## config.mk

```make
export PLATFORM = sky130hd
export DESIGN_NAME = two_wire_timing_mon
export DESIGN_NICKNAME = d
export VERILOG_FILES = /design/src/rtl/tbm_pkg.sv /design/src/rtl/tbm_deglitch.sv /design/src/rtl/tbm_span_ctr.sv /design/src/rtl/tbm_bus_watch.sv /design/src/rtl/two_wire_timing_mon.sv
export SDC_FILE = /design/constraint.sdc
export NUM_CORES = 1
export LEC_CHECK = 0
export ABC_AREA = 1
export BUFFER_PORTS_ARGS = -buffer_cell sky130_fd_sc_hd__buf_2
export CAP_MARGIN = 20
export CORE_MARGIN = 4
export CORE_UTILIZATION = 55
export DETAILED_ROUTE_END_ITERATION = 10
export PLACE_DENSITY_LB_ADDON = 0.3
export SLEW_MARGIN = 10
export SYNTH_ARGS = -nofsm -noshare
export SYNTH_HDL_FRONTEND = slang
export SYNTH_HIERARCHICAL = 1
export SYNTH_SLANG_ARGS = --single-unit
```

## constraint.sdc

```tcl
create_clock -name clk -period 1.9 [get_ports clk]
set_input_delay 0.285 -clock clk [delete_from_list [all_inputs] [get_ports clk]]
set_output_delay 0.285 -clock clk [all_outputs]
set_load 0.03 [all_outputs]
```

## src/rtl/tbm_pkg.sv

```systemverilog
package tbm_pkg;

  localparam int unsigned N_ERR = 8;

  // Bit positions of the violation flags
  typedef enum logic [2:0] {
    E_START_HOLD = 3'd0,
    E_CLK_LOW    = 3'd1,
    E_CLK_HIGH   = 3'd2,
    E_DAT_SETUP  = 3'd3,
    E_DAT_HOLD   = 3'd4,
    E_RSTART_SU  = 3'd5,
    E_STOP_SU    = 3'd6,
    E_BUS_FREE   = 3'd7
  } err_e;

  function automatic int unsigned max2(int unsigned a, int unsigned b);
    return (a > b) ? a : b;
  endfunction

endpackage

```

## src/rtl/tbm_deglitch.sv

```systemverilog
module tbm_deglitch #(
  parameter int unsigned FILT_LEN = 3,
  parameter logic        RST_VAL  = 1'b1
) (
  input  logic clk,
  input  logic rst_n,
  input  logic din,
  output logic dout
);

  localparam int unsigned CW = (FILT_LEN > 1) ? $clog2(FILT_LEN) : 1;

  logic [CW-1:0] run_q, run_d;
  logic          out_d;

  // The output follows the input only after FILT_LEN differing samples in a row
  always_comb begin
    out_d = dout;
    run_d = '0;
    if (din != dout) begin
      if (run_q == CW'(FILT_LEN - 1)) begin
        out_d = din;
      end else begin
        run_d = run_q + 1'b1;
      end
    end
  end

  always_ff @(posedge clk or negedge rst_n) begin
    if (!rst_n) begin
      run_q <= '0;
      dout  <= RST_VAL;
    end else begin
      run_q <= run_d;
      dout  <= out_d;
    end
  end

endmodule

```

## src/rtl/tbm_span_ctr.sv

```systemverilog
module tbm_span_ctr #(
  parameter int unsigned CW = 6
) (
  input  logic          clk,
  input  logic          rst_n,
  input  logic          restart,
  output logic [CW-1:0] count
);

  logic [CW-1:0] count_d;

  // Cycles since the last restart; holds at all ones instead of wrapping
  always_comb begin
    if (restart) begin
      count_d = CW'(1);
    end else if (count == '1) begin
      count_d = count;
    end else begin
      count_d = count + 1'b1;
    end
  end

  always_ff @(posedge clk or negedge rst_n) begin
    if (!rst_n) begin
      count <= '1;
    end else begin
      count <= count_d;
    end
  end

endmodule

```

## src/rtl/tbm_bus_watch.sv

```systemverilog
module tbm_bus_watch
  import tbm_pkg::*;
#(
  parameter int unsigned START_HOLD_MIN = 14,
  parameter int unsigned CLK_LOW_MIN    = 16,
  parameter int unsigned CLK_HIGH_MIN   = 14,
  parameter int unsigned DAT_SETUP_MIN  = 20,
  parameter int unsigned DAT_HOLD_MIN   = 8,
  parameter int unsigned RSTART_SU_MIN  = 14,
  parameter int unsigned STOP_SU_MIN    = 14,
  parameter int unsigned BUS_FREE_MIN   = 14
) (
  input  logic             clk,
  input  logic             rst_n,
  input  logic             scl_f,
  input  logic             sda_f,
  output logic             start_p,
  output logic             stop_p,
  output logic             bit_p,
  output logic [N_ERR-1:0] viol
);

  localparam int unsigned LIM_A = max2(max2(START_HOLD_MIN, CLK_LOW_MIN), max2(CLK_HIGH_MIN, DAT_SETUP_MIN));
  localparam int unsigned LIM_B = max2(max2(DAT_HOLD_MIN, RSTART_SU_MIN), max2(STOP_SU_MIN, BUS_FREE_MIN));
  localparam int unsigned CW    = $clog2(max2(LIM_A, LIM_B) + 1) + 1;

  logic          scl_q, sda_q;
  logic          busy_q, busy_d;
  logic          pend_q, pend_d;
  logic [CW-1:0] scl_cnt, sda_cnt;
  logic          scl_rise, scl_fall, scl_edge, sda_edge;
  logic          cond_c, data_chg;

  assign scl_rise = scl_f & ~scl_q;
  assign scl_fall = ~scl_f & scl_q;
  assign scl_edge = scl_f ^ scl_q;
  assign sda_edge = sda_f ^ sda_q;
  assign cond_c   = sda_edge & scl_q & scl_f;
  assign data_chg = sda_edge & ~scl_f;

  assign start_p  = cond_c & ~sda_f;
  assign stop_p   = cond_c & sda_f;
  assign bit_p    = scl_rise & busy_q;

  // Phase length counters, one per clean line
  tbm_span_ctr #(.CW(CW)) u_scl_span (
    .clk     (clk),
    .rst_n   (rst_n),
    .restart (scl_edge),
    .count   (scl_cnt)
  );

  tbm_span_ctr #(.CW(CW)) u_sda_span (
    .clk     (clk),
    .rst_n   (rst_n),
    .restart (sda_edge),
    .count   (sda_cnt)
  );

  always_comb begin
    viol   = '0;
    busy_d = busy_q;
    pend_d = pend_q;

    if (scl_rise) begin
      if (scl_cnt < CW'(CLK_LOW_MIN)) viol[E_CLK_LOW] = 1'b1;
      if (busy_q && (sda_edge || (sda_cnt < CW'(DAT_SETUP_MIN)))) viol[E_DAT_SETUP] = 1'b1;
    end

    if (scl_fall) begin
      if (scl_cnt < CW'(CLK_HIGH_MIN)) viol[E_CLK_HIGH] = 1'b1;
      if (pend_q && (sda_cnt < CW'(START_HOLD_MIN))) viol[E_START_HOLD] = 1'b1;
      pend_d = 1'b0;
    end

    if (data_chg && busy_q) begin
      if (scl_fall || (scl_cnt < CW'(DAT_HOLD_MIN))) viol[E_DAT_HOLD] = 1'b1;
    end

    if (start_p) begin
      if (busy_q) begin
        if (scl_cnt < CW'(RSTART_SU_MIN)) viol[E_RSTART_SU] = 1'b1;
      end else begin
        if (sda_cnt < CW'(BUS_FREE_MIN)) viol[E_BUS_FREE] = 1'b1;
      end
      busy_d = 1'b1;
      pend_d = 1'b1;
    end

    if (stop_p) begin
      if (scl_cnt < CW'(STOP_SU_MIN)) viol[E_STOP_SU] = 1'b1;
      busy_d = 1'b0;
      pend_d = 1'b0;
    end
  end

  always_ff @(posedge clk or negedge rst_n) begin
    if (!rst_n) begin
      scl_q  <= 1'b1;
      sda_q  <= 1'b1;
      busy_q <= 1'b0;
      pend_q <= 1'b0;
    end else begin
      scl_q  <= scl_f;
      sda_q  <= sda_f;
      busy_q <= busy_d;
      pend_q <= pend_d;
    end
  end

endmodule

```

## src/rtl/two_wire_timing_mon.sv

```systemverilog
module two_wire_timing_mon
  import tbm_pkg::*;
#(
  parameter int unsigned FILT_LEN       = 3,
  parameter int unsigned START_HOLD_MIN = 14,
  parameter int unsigned CLK_LOW_MIN    = 16,
  parameter int unsigned CLK_HIGH_MIN   = 14,
  parameter int unsigned DAT_SETUP_MIN  = 20,
  parameter int unsigned DAT_HOLD_MIN   = 8,
  parameter int unsigned RSTART_SU_MIN  = 14,
  parameter int unsigned STOP_SU_MIN    = 14,
  parameter int unsigned BUS_FREE_MIN   = 14
) (
  input  logic             clk,
  input  logic             rst_n,
  input  logic             clr_i,
  input  logic             scl_raw_i,
  input  logic             sda_raw_i,
  output logic             start_o,
  output logic             stop_o,
  output logic             bit_o,
  output logic             bit_val_o,
  output logic [N_ERR-1:0] err_o
);

  localparam int unsigned N_LINES = 2;

  logic [N_LINES-1:0] raw_w, clean_w;
  logic               scl_f, sda_f;
  logic               start_p, stop_p, bit_p;
  logic [N_ERR-1:0]   viol, err_d;

  assign raw_w = {sda_raw_i, scl_raw_i};

  for (genvar i = 0; i < N_LINES; i++) begin : g_line
    tbm_deglitch #(.FILT_LEN(FILT_LEN), .RST_VAL(1'b1)) u_dg (
      .clk   (clk),
      .rst_n (rst_n),
      .din   (raw_w[i]),
      .dout  (clean_w[i])
    );
  end

  assign scl_f = clean_w[0];
  assign sda_f = clean_w[1];

  tbm_bus_watch #(
    .START_HOLD_MIN (START_HOLD_MIN),
    .CLK_LOW_MIN    (CLK_LOW_MIN),
    .CLK_HIGH_MIN   (CLK_HIGH_MIN),
    .DAT_SETUP_MIN  (DAT_SETUP_MIN),
    .DAT_HOLD_MIN   (DAT_HOLD_MIN),
    .RSTART_SU_MIN  (RSTART_SU_MIN),
    .STOP_SU_MIN    (STOP_SU_MIN),
    .BUS_FREE_MIN   (BUS_FREE_MIN)
  ) u_watch (
    .clk     (clk),
    .rst_n   (rst_n),
    .scl_f   (scl_f),
    .sda_f   (sda_f),
    .start_p (start_p),
    .stop_p  (stop_p),
    .bit_p   (bit_p),
    .viol    (viol)
  );

  // New violations win over a clear in the same cycle
  always_comb begin
    err_d = (clr_i ? '0 : err_o) | viol;
  end

  always_ff @(posedge clk or negedge rst_n) begin
    if (!rst_n) begin
      start_o   <= 1'b0;
      stop_o    <= 1'b0;
      bit_o     <= 1'b0;
      bit_val_o <= 1'b0;
      err_o     <= '0;
    end else begin
      start_o   <= start_p;
      stop_o    <= stop_p;
      bit_o     <= bit_p;
      bit_val_o <= bit_p ? sda_f : bit_val_o;
      err_o     <= err_d;
    end
  end

endmodule

```

After elaboration in Yosys (flattened, before gate mapping)
Index checks and enable logic that the tools add are counted.

word-level totals
  register bits = 34
  output and inout port bits = 12
  logic and storage cells = 85

cells by class
  equal/unequal tests = 8
  add/sub/neg operators = 4
  reduce and logical (&&, ||, !) cells = 9
  bitwise operators = 14
  $lt $le $gt $ge = 5
  muxes and demuxes = 30

operator list
  kind                 count
  $mux 6               4
  $mux 1               21
  $lt 6x4->1 const B   3
  $add 6x1->6 const B  2
  $eq 6x6->1 const B   2
  $lt 6x5->1 const B   2
  $and 1x1->1          8
  $mux 2               4
  $mux 8               1
  $or 8x8->8           1
  $add 2x1->2 const B  2
  $eq 2x2->1 const B   2
  $ne 2x1->1 const B   2
  $reduce_and 2->1     2
  $logic_and 1x1->1    3
  $not 1->1            3
  $reduce_bool 3->1    1
  $logic_or 1x1->1     2
  $ne 1x1->1           2
  $reduce_bool 2->1    1
  $xor 1x1->1          2

Longest topological paths before layout
Gate-level depths: netlist (run 1).

  depth in word-level cells = 6
  depth in mapped cells = 8
  depth with buffers taken out = 8

Cells and area by module
Netlist (run 1), hierarchy kept.

modules (own cells, without submodules)
  module               seq. area each (um^2)  cells an instance  area an instance (um^2)  times used
  tbm_span_ctr         157.7                  44                 339.1                    2
  two_wire_timing_mon  300.3                  41                 409.1                    1
  tbm_bus_watch        102.6                  57                 342.8                    1
  tbm_deglitch         76.3                   19                 137.6                    2

Least setup slack after synthesis (run 1)
OpenSTA, ideal clock, no wires.

  path type = register to register
  start point = register g_line[0].u_dg.dout
  end point = register u_watch.u_scl_span.count[3]
  period minus slack after synthesis = 1.295 ns
  data arrival time = 1.233 ns
  stages on the path, launching flop included = 7
  data required time = 1.838 ns
  setup slack = 0.605 ns
  library setup time = 0.062 ns
  path buffers = 0
  path through = dfstp_2 > inv_1 > ha_1 > inv_1 > inv_1 > nand3_1 > nand2_1

between the ends
  cells in the longest elaborated chain, start to end = 2
  elaborated cells on any way between the ends = 3
  classes of those cells = eq/ne: 1; mux: 1; bitwise: 1

ends and longest elaborated chain
  element                                                       line                 text
  start: declaration                                            tbm_deglitch.sv:8    output logic dout
  start signal: assignment                                      tbm_deglitch.sv:35   dout <= out_d;
  $xor 1x1->1 *                                                 tbm_bus_watch.sv:36  assign scl_edge = scl_f ^ scl_q;
  named net u_watch.scl_edge                                    tbm_bus_watch.sv:31  logic scl_rise, scl_fall, scl_edge, sda_edge;
  $ne 2x1->1 (no source line) / $mux 6 (equally long branches)  -
  end signal: assignment                                        tbm_span_ctr.sv:27   count <= count_d;
  end: declaration                                              tbm_span_ctr.sv:7    output logic [CW-1:0] count

The timed path passes the listed nets; every way through them passes the cells marked *.
A chain may end at the register's enable or synchronous reset.

Final worst setup path (run 1)
Same ends and word-level chain as after synthesis.

==> run_results.csv, run 1 <==
group,metric,value,unit
run_status,outcome,"finished with violations",
run_status,violations,"negative hold slack",
critical_path,cp_max_fo,8,
power_and_ir_drop,seqPwrFrac,44.1,%
power_and_ir_drop,leakagePower,1.112,nW
die,start_util,59.78,%
cts,cts_root_buffer,"clkbuf_4",
sta,slew_viol_final,0,
cells_and_area,n_fill_cell,247,
routing,ant_nets,0,
cts,cts_max_level,2,
global_route,grt_max_degree,35,
sta,rsz0062_at_grt,"no",
cells_and_area,final_net_count,256,
sta,finClkSkew,0.009526,ns
cells_and_area,regArea,870.8,um^2
routing,first_iter_violations,60,
routing,via_per_inst,4.928,
power_and_ir_drop,powerDensity,1548,nW/um^2
cts,ctsLongestPathBuffers,2,
sta,fin_tns_setup,0,ns
die,fp-row-count,19,
cts,cts_resized,0,
cts,cts_tree,"done",
yosys,syn-num-nets,233,
yosys,netlist_area,1705,um^2
critical_path,cp.required,2.19,ns
place,portBuffers,16,
cells_and_area,area_growth,11.59,%
sta,tightest_slew,0.7026,ns
cells_and_area,multiInputGateArea,658.1,um^2
cts,clock_latency,0.34,ns
critical_path,cp-end-kind,"flop",
worst_hold_path,hp-class,"input pin to async pin",
place,place_congestion,0.8612,
power_and_ir_drop,peakVddDrop,0.0009528,V
cells_and_area,drive_gt1_share,20.97,%
die,die_area,4056,um^2
critical_path,rrSetupSlack,0.42,ns
yosys,synth.distinct_cells,17,
job,drv_cap,0,
power_and_ir_drop,pwr-share-comb,39.3,%
cts,numCtsBuffers,5,
routing,drc_errors,0,
sta,finalHoldViolCount,16,
sta,max_freq,676.8,MHz
routing,drt-pass1-iter-count,4,
critical_path,arrival,1.76,ns
power_and_ir_drop,p_clk_share,16.6,%
global_route,grt_usage,17.16,%
place,dpl.hpwl,2.107,mm
critical_path,cp-start-kind,"flop",
cts,cts_sinks,34,
yosys,synth.avg_cell_area,7.613,um^2
cells_and_area,diodes,0,
sta,relSlewSlack,53.16,%
yosys,netlist_instances,224,
global_route,grt_overflow_total,0,
sta,whs,-0.01528,ns
routing,routed_wl,2.984,mm
global_route,grt_pass1_vias,1244,
yosys,synth_seq_area_share,51.06,%
cts,cts_setup_buffers,0,
sta,min_period_over_period,77.76,%
die,coreArea,2853,um^2
global_route,grt_first_pass_wirelength,5.395,mm
cts,cts_hold_buf,0,
die,io_pins,17,
sta,final-setup-viol-count,0,
yosys,synth-seq-cells,34,
cts,clk_pin_slew,0.10,ns
die,die_x,63.69,um
power_and_ir_drop,internal_power,1.704,mW
power_and_ir_drop,switching_power,1.242,mW
sta,period_needed,1.477,ns
die,die_h,63.69,um
critical_path,crit_type,"flop to flop",
routing,wl_per_cell,10.70,um
yosys,ys_warn_count,6,
power_and_ir_drop,swShare,42.16,%
global_route,antenna_found_initial,0,
routing,vias,1375,
## Yosys cell counts
cell / number / area (um^2)
nor3b_1: 1 / 7.510
ha_1: 4 / 50.05
nor2_1: 16 / 60.06
a21oi_1: 1 / 5.000
dfstp_2: 16 / 420.4
nand2_1: 77 / 289.0
nand3_2: 1 / 10.01
nor3_1: 2 / 10.01
dfrtp_1: 18 / 450.4
nand2_2: 1 / 6.260
inv_2: 4 / 15.01
or2_2: 2 / 12.51
nand4_1: 6 / 37.54
inv_1: 43 / 161.4
nand3_1: 26 / 130.1
nor2_2: 4 / 25.02
o21bai_1: 2 / 15.01
## worst max-delay path, cell delays in order (launching register included)
cell and delay, ns:
dfstp_2 0.59, inv_1 0.06, ha_1 0.27, inv_1 0.03, inv_1 0.20, nand3_1 0.17
nand2_1 0.10
## cell type report
cell class / instances / share of cell area, %
timing repair buffer: 16 / 4.208
multi-input combinational: 143 / 34.58
sequential: 34 / 45.76
tap: 31 / 2.038
clock buffer: 8 / 4.142
inverter: 47 / 9.270
## per-stage QoR
step           power [mW]  std cells  util [%]  cell area, um^2  setup slack, ns
3_5_place_dp        2.461        271     63.95             1824           0.4542
4_1_cts             2.959        279     66.71             1903           0.4321
3_3_place_gp        2.433        271     63.95             1824           0.5260
6_report            2.947        279     66.71             1903           0.4226
5_1_grt             3.209        279     66.71             1903           0.3018
2_1_floorplan       2.165        224         -             1705           0.6048
## cells in the final DEF, fill, tap and decap left out, drive strengths merged, types with 4 or more instances in the layout
master | synthesis | final
nor2 | 20 | 20
nand3 | 27 | 27
nand4 | 6 | 6
clkbuf | 0 | 8
inv | 47 | 47
nand2 | 78 | 78
dfrtp | 18 | 18
dfstp | 16 | 16
ha | 4 | 4
buf | 0 | 16
## registers in the layout, summed over array words and instances, names as in the netlist
name,count
err_o,8
u_watch/u_scl_span/count,6
u_watch/u_sda_span/count,6
g_line.u_dg/run_q,4
g_line.u_dg/dout,2
bit_o,1
bit_val_o,1
start_o,1
stop_o,1
u_watch/busy_q,1
u_watch/pend_q,1
u_watch/scl_q,1
u_watch/sda_q,1
## worst paths after layout
path	startpoint	endpoint	cells past startpoint
min in group clk	clr_i	err_o[6]$_DFF_PN0_	4
hold reg to reg	g_line[0].u_dg/dout$_DFFE_PN1P_	u_watch/scl_q$_DFF_PN1_	0
setup / recovery	g_line[0].u_dg/dout$_DFFE_PN1P_	u_watch/u_scl_span/count[3]$_DFFE_PN1P_	6
max in group asynchronous	rst_n	g_line[1].u_dg/run_q[1]$_DFF_PN0_	1
setup reg to reg	g_line[0].u_dg/dout$_DFFE_PN1P_	u_watch/u_scl_span/count[3]$_DFFE_PN1P_	6
hold / removal	rst_n	err_o[7]$_DFF_PN0_	1
## power groups by stage
stage	clock network (mW)	logic (mW)	registers, mW
global route	0.542	1.31	1.36
detailed placement	0	1.15	1.31
floorplan	0	0.696	1.47
global placement	0	1.13	1.30
finish	0.490	1.16	1.30
CTS	0.504	1.16	1.30
## per-layer routing
metal,routed length [um],vias to the layer above,track usage (%)
li1,-,721,-
met1,1431,609,22.78
met2,1326,40,25.68
met3,177,5,3.908
met4,48,0,9.704
met5,0,-,0
## kinds of logic (layout without fill, tap and decap cells)
group,after synthesis,after routing,share of synthesized area (%)
AO/OA/AOI/OAI,3,3,1.173
adder cells (fa/ha/maj),4,4,2.935
buffers and inverters,47,71,10.34
flip-flops,34,34,51.06
AND/OR/NAND/NOR,136,136,34.48
No activity file was read; power rests on OpenSTA's default activity.
==> run 2, diff against run 1 <==
--- a/config.mk
+++ b/config.mk
@@ -9,7 +9,7 @@
 export BUFFER_PORTS_ARGS = -buffer_cell sky130_fd_sc_hd__buf_2
 export CAP_MARGIN = 20
 export CORE_MARGIN = 4
-export CORE_UTILIZATION = 55
+export CORE_UTILIZATION = 52
 export DETAILED_ROUTE_END_ITERATION = 10
 export PLACE_DENSITY_LB_ADDON = 0.3
 export SLEW_MARGIN = 10
==> constraint.sdc (replaced) <==
create_clock -name clk -period 1.3 [get_ports clk]
set_input_delay 0.195 -clock clk [delete_from_list [all_inputs] [get_ports clk]]
set_output_delay 0.195 -clock clk [all_outputs]
set_load 0.03 [all_outputs]
==> run 2 against run 1 <==
The run now ends clean. First-iteration DRC count increased by 33%. Combinational power grew 79%. Setup slack worse by 0.38 ns. Die area is 5.0% higher. Critical path type unchanged.
==> run_results.csv, run 2 (synthesized netlist as in run 1, its figures left out) <==
group,metric,value,unit
run_status,outcome,"complete, no violations",
critical_path,path_buf_inv,0,
routing,routed_wl,3.158,mm
critical_path,startpoint,"u_watch/u_sda_span/count[1]$_DFFE_PN1P_",
die,start_util,54.96,%
cells_and_area,n_fill_cell,275,
cells_and_area,regMostFlops,"err_o",
critical_path,rrSetupSlack,0.04,ns
global_route,antenna_found_initial,0,
critical_path,r2r_cells,5,
power_and_ir_drop,powerDensity,2258,nW/um^2
sta,min_period_over_period,96.63,%
critical_path,crit_family,"flip-flops",
global_route,grt_overflow_total,0,
die,coreArea,3103,um^2
critical_path,rr_startpoint,"u_watch/u_sda_span/count[1]$_DFFE_PN1P_",
cells_and_area,final_common_cell,"nand2_1",
sta,fin_tns_setup,0,ns
routing,via_per_inst,4.671,
cts,cts_root_buffer,"clkbuf_4",
cells_and_area,largest_reg_flops,8,
worst_hold_path,hp-start,"sda_raw_i",
cells_and_area,final_cell_mix,"77 x nand2_1, 39 x inv_1, 23 x nand3_1",
global_route,grt_max_degree,19,
place,place_congestion,0.9289,
critical_path,cp-start-kind,"flop",
global_route,grt_pass1_vias,1282,
cts,ctsLongestPathBuffers,2,
cells_and_area,drive_gt1_share,27.63,%
cells_and_area,final_net_count,265,
critical_path,cp_max_fo,4,
cells_and_area,diodes,0,
routing,wl_per_cell,10.49,um
worst_hold_path,min_delay_path_depth,4,
critical_path,cp-end-kind,"flop",
sta,finalHoldViolCount,0,
routing,first_iter_violations,80,
cts,numCtsBuffers,5,
power_and_ir_drop,peakVddDrop,0.001171,V
sta,slew_viol_final,0,
cts,clk_pin_slew,0.10,ns
cts,cts_sinks,34,
sta,finClkSkew,0.006023,ns
cts,cts_tree,"done",
sta,relSlewSlack,73.73,%
routing,drc_errors,0,
sta,final-setup-viol-count,0,
die,die_h,65.27,um
sta,period_needed,1.256,ns
sta,max_freq,796.0,MHz
critical_path,path_cells,"ha_4 > nand3_1 > nor2_2 > nand4_1 > nand2_1",
critical_path,timing.rr.end,"u_watch/u_sda_span/count[1]$_DFFE_PN1P_",
critical_path,cp.required,1.58,ns
cts,cts_max_level,2,
routing,vias,1406,
global_route,grt_first_pass_wirelength,5.375,mm
critical_path,slowest_stage,"dfstp_2",
critical_path,critPathMaxStageDelay,0.59,ns
cells_and_area,top_regs,"err_o (8), u_watch/u_scl_span/count (6), u_watch/u_sda_span/count (6)",
critical_path,crit_type,"flop to flop",
worst_hold_path,hp-class,"input pin to flop",
cells_and_area,regArea,870.8,um^2
die,io_pins,17,
die,die_x,65.27,um
die,die_area,4260,um^2
power_and_ir_drop,leakagePower,1.153,nW
routing,drt-pass1-iter-count,4,
global_route,grt_usage,16.56,%
cells_and_area,multiInputGateArea,728.2,um^2
place,portBuffers,16,
power_and_ir_drop,p_total,4.698,mW
routing,ant_nets,0,
worst_hold_path,hold_path_end,"g_line[1].u_dg/run_q[0]$_DFF_PN0_",
job,drv_cap,0,
cts,clock_latency,0.33,ns
critical_path,arrival,1.54,ns
sta,tightest_slew,0.3940,ns
place,dpl.hpwl,2.236,mm
die,fp-row-count,20,
cells_and_area,area_growth,22.01,%
-- run 2: cell types whose count changed in the layout (fill, tap and decap cells not counted), sizes merged --
cell	change
inv	-2
clkinvlp	+1
buf	+8
dlygate4sd3	+1
clkinv	+1
-- run 2: how the worst max path moves through the flow --
stage / end / slack (ns) / depth (start not counted)
floorplan: u_watch/u_scl_span/count[3]$_DFFE_PN1P_ / 0.005 / 6
finish: u_watch/u_sda_span/count[1]$_DFFE_PN1P_ / 0.04 / 5
global route: u_watch/u_sda_span/count[3]$_DFFE_PN1P_ / -0.007 / 5
global placement: u_watch/u_scl_span/count[3]$_DFFE_PN1P_ / -0.02 / 6
CTS: u_watch/u_scl_span/count[3]$_DFFE_PN1P_ / 0.005 / 6
detailed placement: u_watch/u_scl_span/count[2]$_DFFE_PN1P_ / -0.07 / 6
-- run 2: what timing repair did --
| action | 4_1_cts | 5_1_grt |
|---|---|---|
| pin swaps | 0 | 6 |
| hold buffers | 1 | 0 |
| resized for setup | 1 | 16 |
| endpoints found under the setup margin | 5 | 14 |
| buffers inserted | 0 | 1 |
| hold endpoints to repair | 13 | 0 |
-- run 2: cell type report --
| cell class | instances | area share [%] |
|---|---|---|
| Inverter | 47 | 8.900 |
| Sequential cell | 34 | 41.85 |
| Clock buffer | 8 | 3.788 |
| Timing Repair Buffer | 25 | 7.817 |
| Tap cell | 44 | 2.646 |
| Multi-Input combinational cell | 143 | 35.00 |
-- run 2: through the flow --
stage / util, % / hold WS (ns) / setup WS (ns) / cells / area (um^2)
5_1_grt: 67.06 / 0.1233 / -0.007346 / 301 / 2081
2_1_floorplan: - / -0.1006 / 0.004793 / 224 / 1705
4_1_cts: 64.27 / 0.1233 / 0.005224 / 300 / 1994
6_report: 67.06 / 0.1353 / 0.04377 / 301 / 2081
3_3_place_gp: 61.41 / 0.1469 / -0.01535 / 291 / 1906
3_5_place_dp: 61.41 / 0.1437 / -0.07278 / 291 / 1906
-- run 2: routing by layer --
metal / global-route usage [%] / up-vias / part of all wire (%)
met1: 20.18 / 638 / 48
met4: 4.663 / 0 / 1.8
li1: - / 743 / -
met3: 6.154 / 7 / 3.7
met2: 27.43 / 18 / 47
met5: 0 / - / 0
-- run 2: where the power goes --
part / switching, mW / internal (mW) / leakage (nW) / total (mW)
logic: 1.29 / 0.791 / 0.707 / 2.08
registers: 0.332 / 1.57 / 0.402 / 1.90
clock network: 0.342 / 0.370 / 0.0446 / 0.712
total: 1.97 / 2.73 / 1.15 / 4.70
-- run 2: worst reg2reg max path, stage by stage, from the launching register on --
cell and delay [ns]:
dfstp_2 0.59, ha_4 0.15, nand3_1 0.09, nor2_2 0.17
nand4_1 0.12, nand2_1 0.09
==> run 3, diff against run 2 <==
--- a/config.mk
+++ b/config.mk
@@ -9,7 +9,7 @@
 export BUFFER_PORTS_ARGS = -buffer_cell sky130_fd_sc_hd__buf_2
 export CAP_MARGIN = 20
 export CORE_MARGIN = 4
-export CORE_UTILIZATION = 52
+export CORE_UTILIZATION = 55
 export DETAILED_ROUTE_END_ITERATION = 10
 export PLACE_DENSITY_LB_ADDON = 0.3
 export SLEW_MARGIN = 10
==> constraint.sdc (replaced) <==
create_clock -name clk -period 1.45 [get_ports clk]
set_input_delay 0.2175 -clock clk [delete_from_list [all_inputs] [get_ports clk]]
set_output_delay 0.2175 -clock clk [all_outputs]
set_load 0.005 [all_outputs]
==> run 3 against run 2 <==
Sequential power decreased by 12%. Clock power is 34% lower. Clock skew up 0.0078 ns. Final area is 8.2% lower. Hold slack better by 0.022 ns. First-iteration DRC count shrank 31%. Register-to-register slack better by 0.09 ns. Setup slack gained 0.090 ns. Critical path depth is 1 higher. Routed wire length down 9.2%. Largest power group is now sequential cells. Highest routed layer unchanged.
==> run_results.csv, run 3 (synthesized netlist as in run 1, its figures left out) <==
group,metric,value,unit
routing,routed_wl,2.867,mm
place,place_congestion,0.8400,
worst_hold_path,hp-class,"input pin to flop",
sta,max_freq,759.9,MHz
cts,cts_tree,"done",
routing,via_per_inst,4.929,
worst_hold_path,hold_path_end,"err_o[0]$_DFF_PN0_",
cells_and_area,n_fill_cell,253,
sta,final-setup-viol-count,0,
cells_and_area,largest_reg_flops,8,
sta,period_needed,1.316,ns
cells_and_area,fin_cells,282,
power_and_ir_drop,seqPwrFrac,48.7,%
routing,ant_nets,0,
cts,numCtsBuffers,5,
sta,finalHoldViolCount,0,
job,drv_cap,0,
worst_hold_path,min_delay_path_depth,4,
power_and_ir_drop,pwr-share-comb,37.7,%
die,die_h,63.69,um
run_status,outcome,"complete, no violations",
cts,cts_max_level,2,
critical_path,r2r_cells,6,
routing,drc_errors,0,
global_route,grt-busiest-layer,"met2",
cells_and_area,final_common_cell,"nand2_1",
sta,finClkSkew,0.01382,ns
place,portBuffers,16,
cts,clk_pin_slew,0.10,ns
critical_path,cp-end-kind,"flop",
cts,ctsLongestPathBuffers,2,
global_route,grt_usage,16.80,%
global_route,grt_first_pass_wirelength,5.340,mm
routing,first_iter_violations,55,
sta,tightest_slew,0.4033,ns
sta,relSlewSlack,73.12,%
global_route,grt_max_degree,19,
global_route,met3_usage,4.440,%
cells_and_area,drive_gt1_share,20.72,%
global_route,antenna_found_initial,0,
die,start_util,59.78,%
critical_path,rr_startpoint,"g_line[1].u_dg/dout$_DFFE_PN1P_",
global_route,use_met2,27.51,%
routing,wl_per_cell,10.17,um
power_and_ir_drop,p_clk_share,13.6,%
critical_path,arrival,1.58,ns
critical_path,cp.required,1.72,ns
cts,cts_sinks,34,
die,fp-row-count,19,
critical_path,rrSetupSlack,0.13,ns
cts,clock_latency,0.33,ns
routing,vias,1390,
critical_path,cp_max_fo,8,
cells_and_area,area_growth,12.03,%
worst_hold_path,hp-start,"clr_i",
place,dp.cells,273,
die,die_x,63.69,um
critical_path,cp-start-kind,"flop",
sta,fin_tns_setup,0,ns
power_and_ir_drop,internal_power,2.118,mW
cts,cts_root_buffer,"clkbuf_4",
global_route,grt_overflow_total,0,
power_and_ir_drop,swShare,38.69,%
die,io_pins,17,
routing,drt-pass1-iter-count,4,
power_and_ir_drop,powerDensity,1808,nW/um^2
sta,min_period_over_period,90.76,%
die,die_area,4056,um^2
sta,rsz0062_at_grt,"no",
power_and_ir_drop,peakVddDrop,0.001158,V
sta,slew_viol_final,0,
power_and_ir_drop,leakagePower,1.111,nW
cells_and_area,final_cell_mix,"77 x nand2_1, 42 x inv_1, 26 x nand3_1",
place,dpl.hpwl,2.183,mm
global_route,grt_pass1_vias,1324,
global_route,met1_usage,20.09,%
cells_and_area,regMostFlops,"err_o",
critical_path,crit_type,"flop to flop",
die,coreArea,2853,um^2
cells_and_area,top_regs,"err_o (8), u_watch/u_scl_span/count (6), u_watch/u_sda_span/count (6)",
power_and_ir_drop,switching_power,1.336,mW
critical_path,timing.rr.end,"u_watch/u_sda_span/count[3]$_DFFE_PN1P_",
cells_and_area,diodes,0,
cells_and_area,final_net_count,259,
run 3: power by group through the flow:
stage | combinational [mW] | sequential, mW | clock [mW]
after floorplan | 0.913 | 1.68 | 0
after global placement | 1.27 | 1.69 | 0
after detailed placement | 1.30 | 1.70 | 0
after CTS | 1.31 | 1.68 | 0.496
after global routing | 1.53 | 1.74 | 0.539
final | 1.30 | 1.68 | 0.471
run 3: final cells by class:
cell class | count | area [um^2] | share of cell area, %
Timing Repair Buffer | 19 | 117.6 | 6.156
Tap cell | 31 | 38.79 | 2.030
Sequential cell | 34 | 870.8 | 45.58
Multi-Input combinational cell | 143 | 658.1 | 34.45
Inverter | 47 | 176.4 | 9.234
Clock buffer | 8 | 48.80 | 2.554
run 3: through the flow:
stage	hold WS, ns	power (mW)	utilization (%)	area (um^2)	setup slack [ns]
after floorplan	-0.07809	2.589	-	1705	0.1548
after global placement	0.1652	2.955	64.91	1852	0.1350
after detailed placement	0.1671	2.997	64.91	1852	0.1099
after CTS	0.1435	3.485	66.97	1911	0.09026
after global routing	0.1655	3.814	66.97	1911	0.01564
final	0.1574	3.454	66.97	1911	0.1340
run 3: how the worst max path moves through the flow:
stage,from,endpoint,depth (start not counted)
floorplan,g_line[0].u_dg/dout$_DFFE_PN1P_,u_watch/u_scl_span/count[3]$_DFFE_PN1P_,6
global placement,g_line[0].u_dg/dout$_DFFE_PN1P_,u_watch/u_scl_span/count[3]$_DFFE_PN1P_,6
detailed placement,g_line[0].u_dg/dout$_DFFE_PN1P_,u_watch/u_scl_span/count[3]$_DFFE_PN1P_,6
finish,g_line[1].u_dg/dout$_DFFE_PN1P_,u_watch/u_sda_span/count[3]$_DFFE_PN1P_,6
global route,g_line[1].u_dg/dout$_DFFE_PN1P_,u_watch/u_sda_span/count[3]$_DFFE_PN1P_,6
CTS,g_line[0].u_dg/dout$_DFFE_PN1P_,u_watch/u_scl_span/count[3]$_DFFE_PN1P_,6
run 3: timing repair:
action	CTS	global route
setup endpoints to repair	0	4
hold endpoints to repair	14	0
hold buffers	1	0
gates resized for setup	0	1
setup buffers	0	0
run 3: routing by layer:
layer / vias up / share of wire, %
met3: 5 / 4.8
li1: 735 / -
met5: - / 0
met2: 22 / 46
met1: 628 / 47
met4: 0 / 1.9
run 3: worst max-delay path: stages, from the launching register on:
cell and delay [ns]:
dfstp_2 0.61, inv_2 0.06, nand2_1 0.07, nand2_2 0.07
inv_1 0.19, nand3_1 0.16, nand2_1 0.10
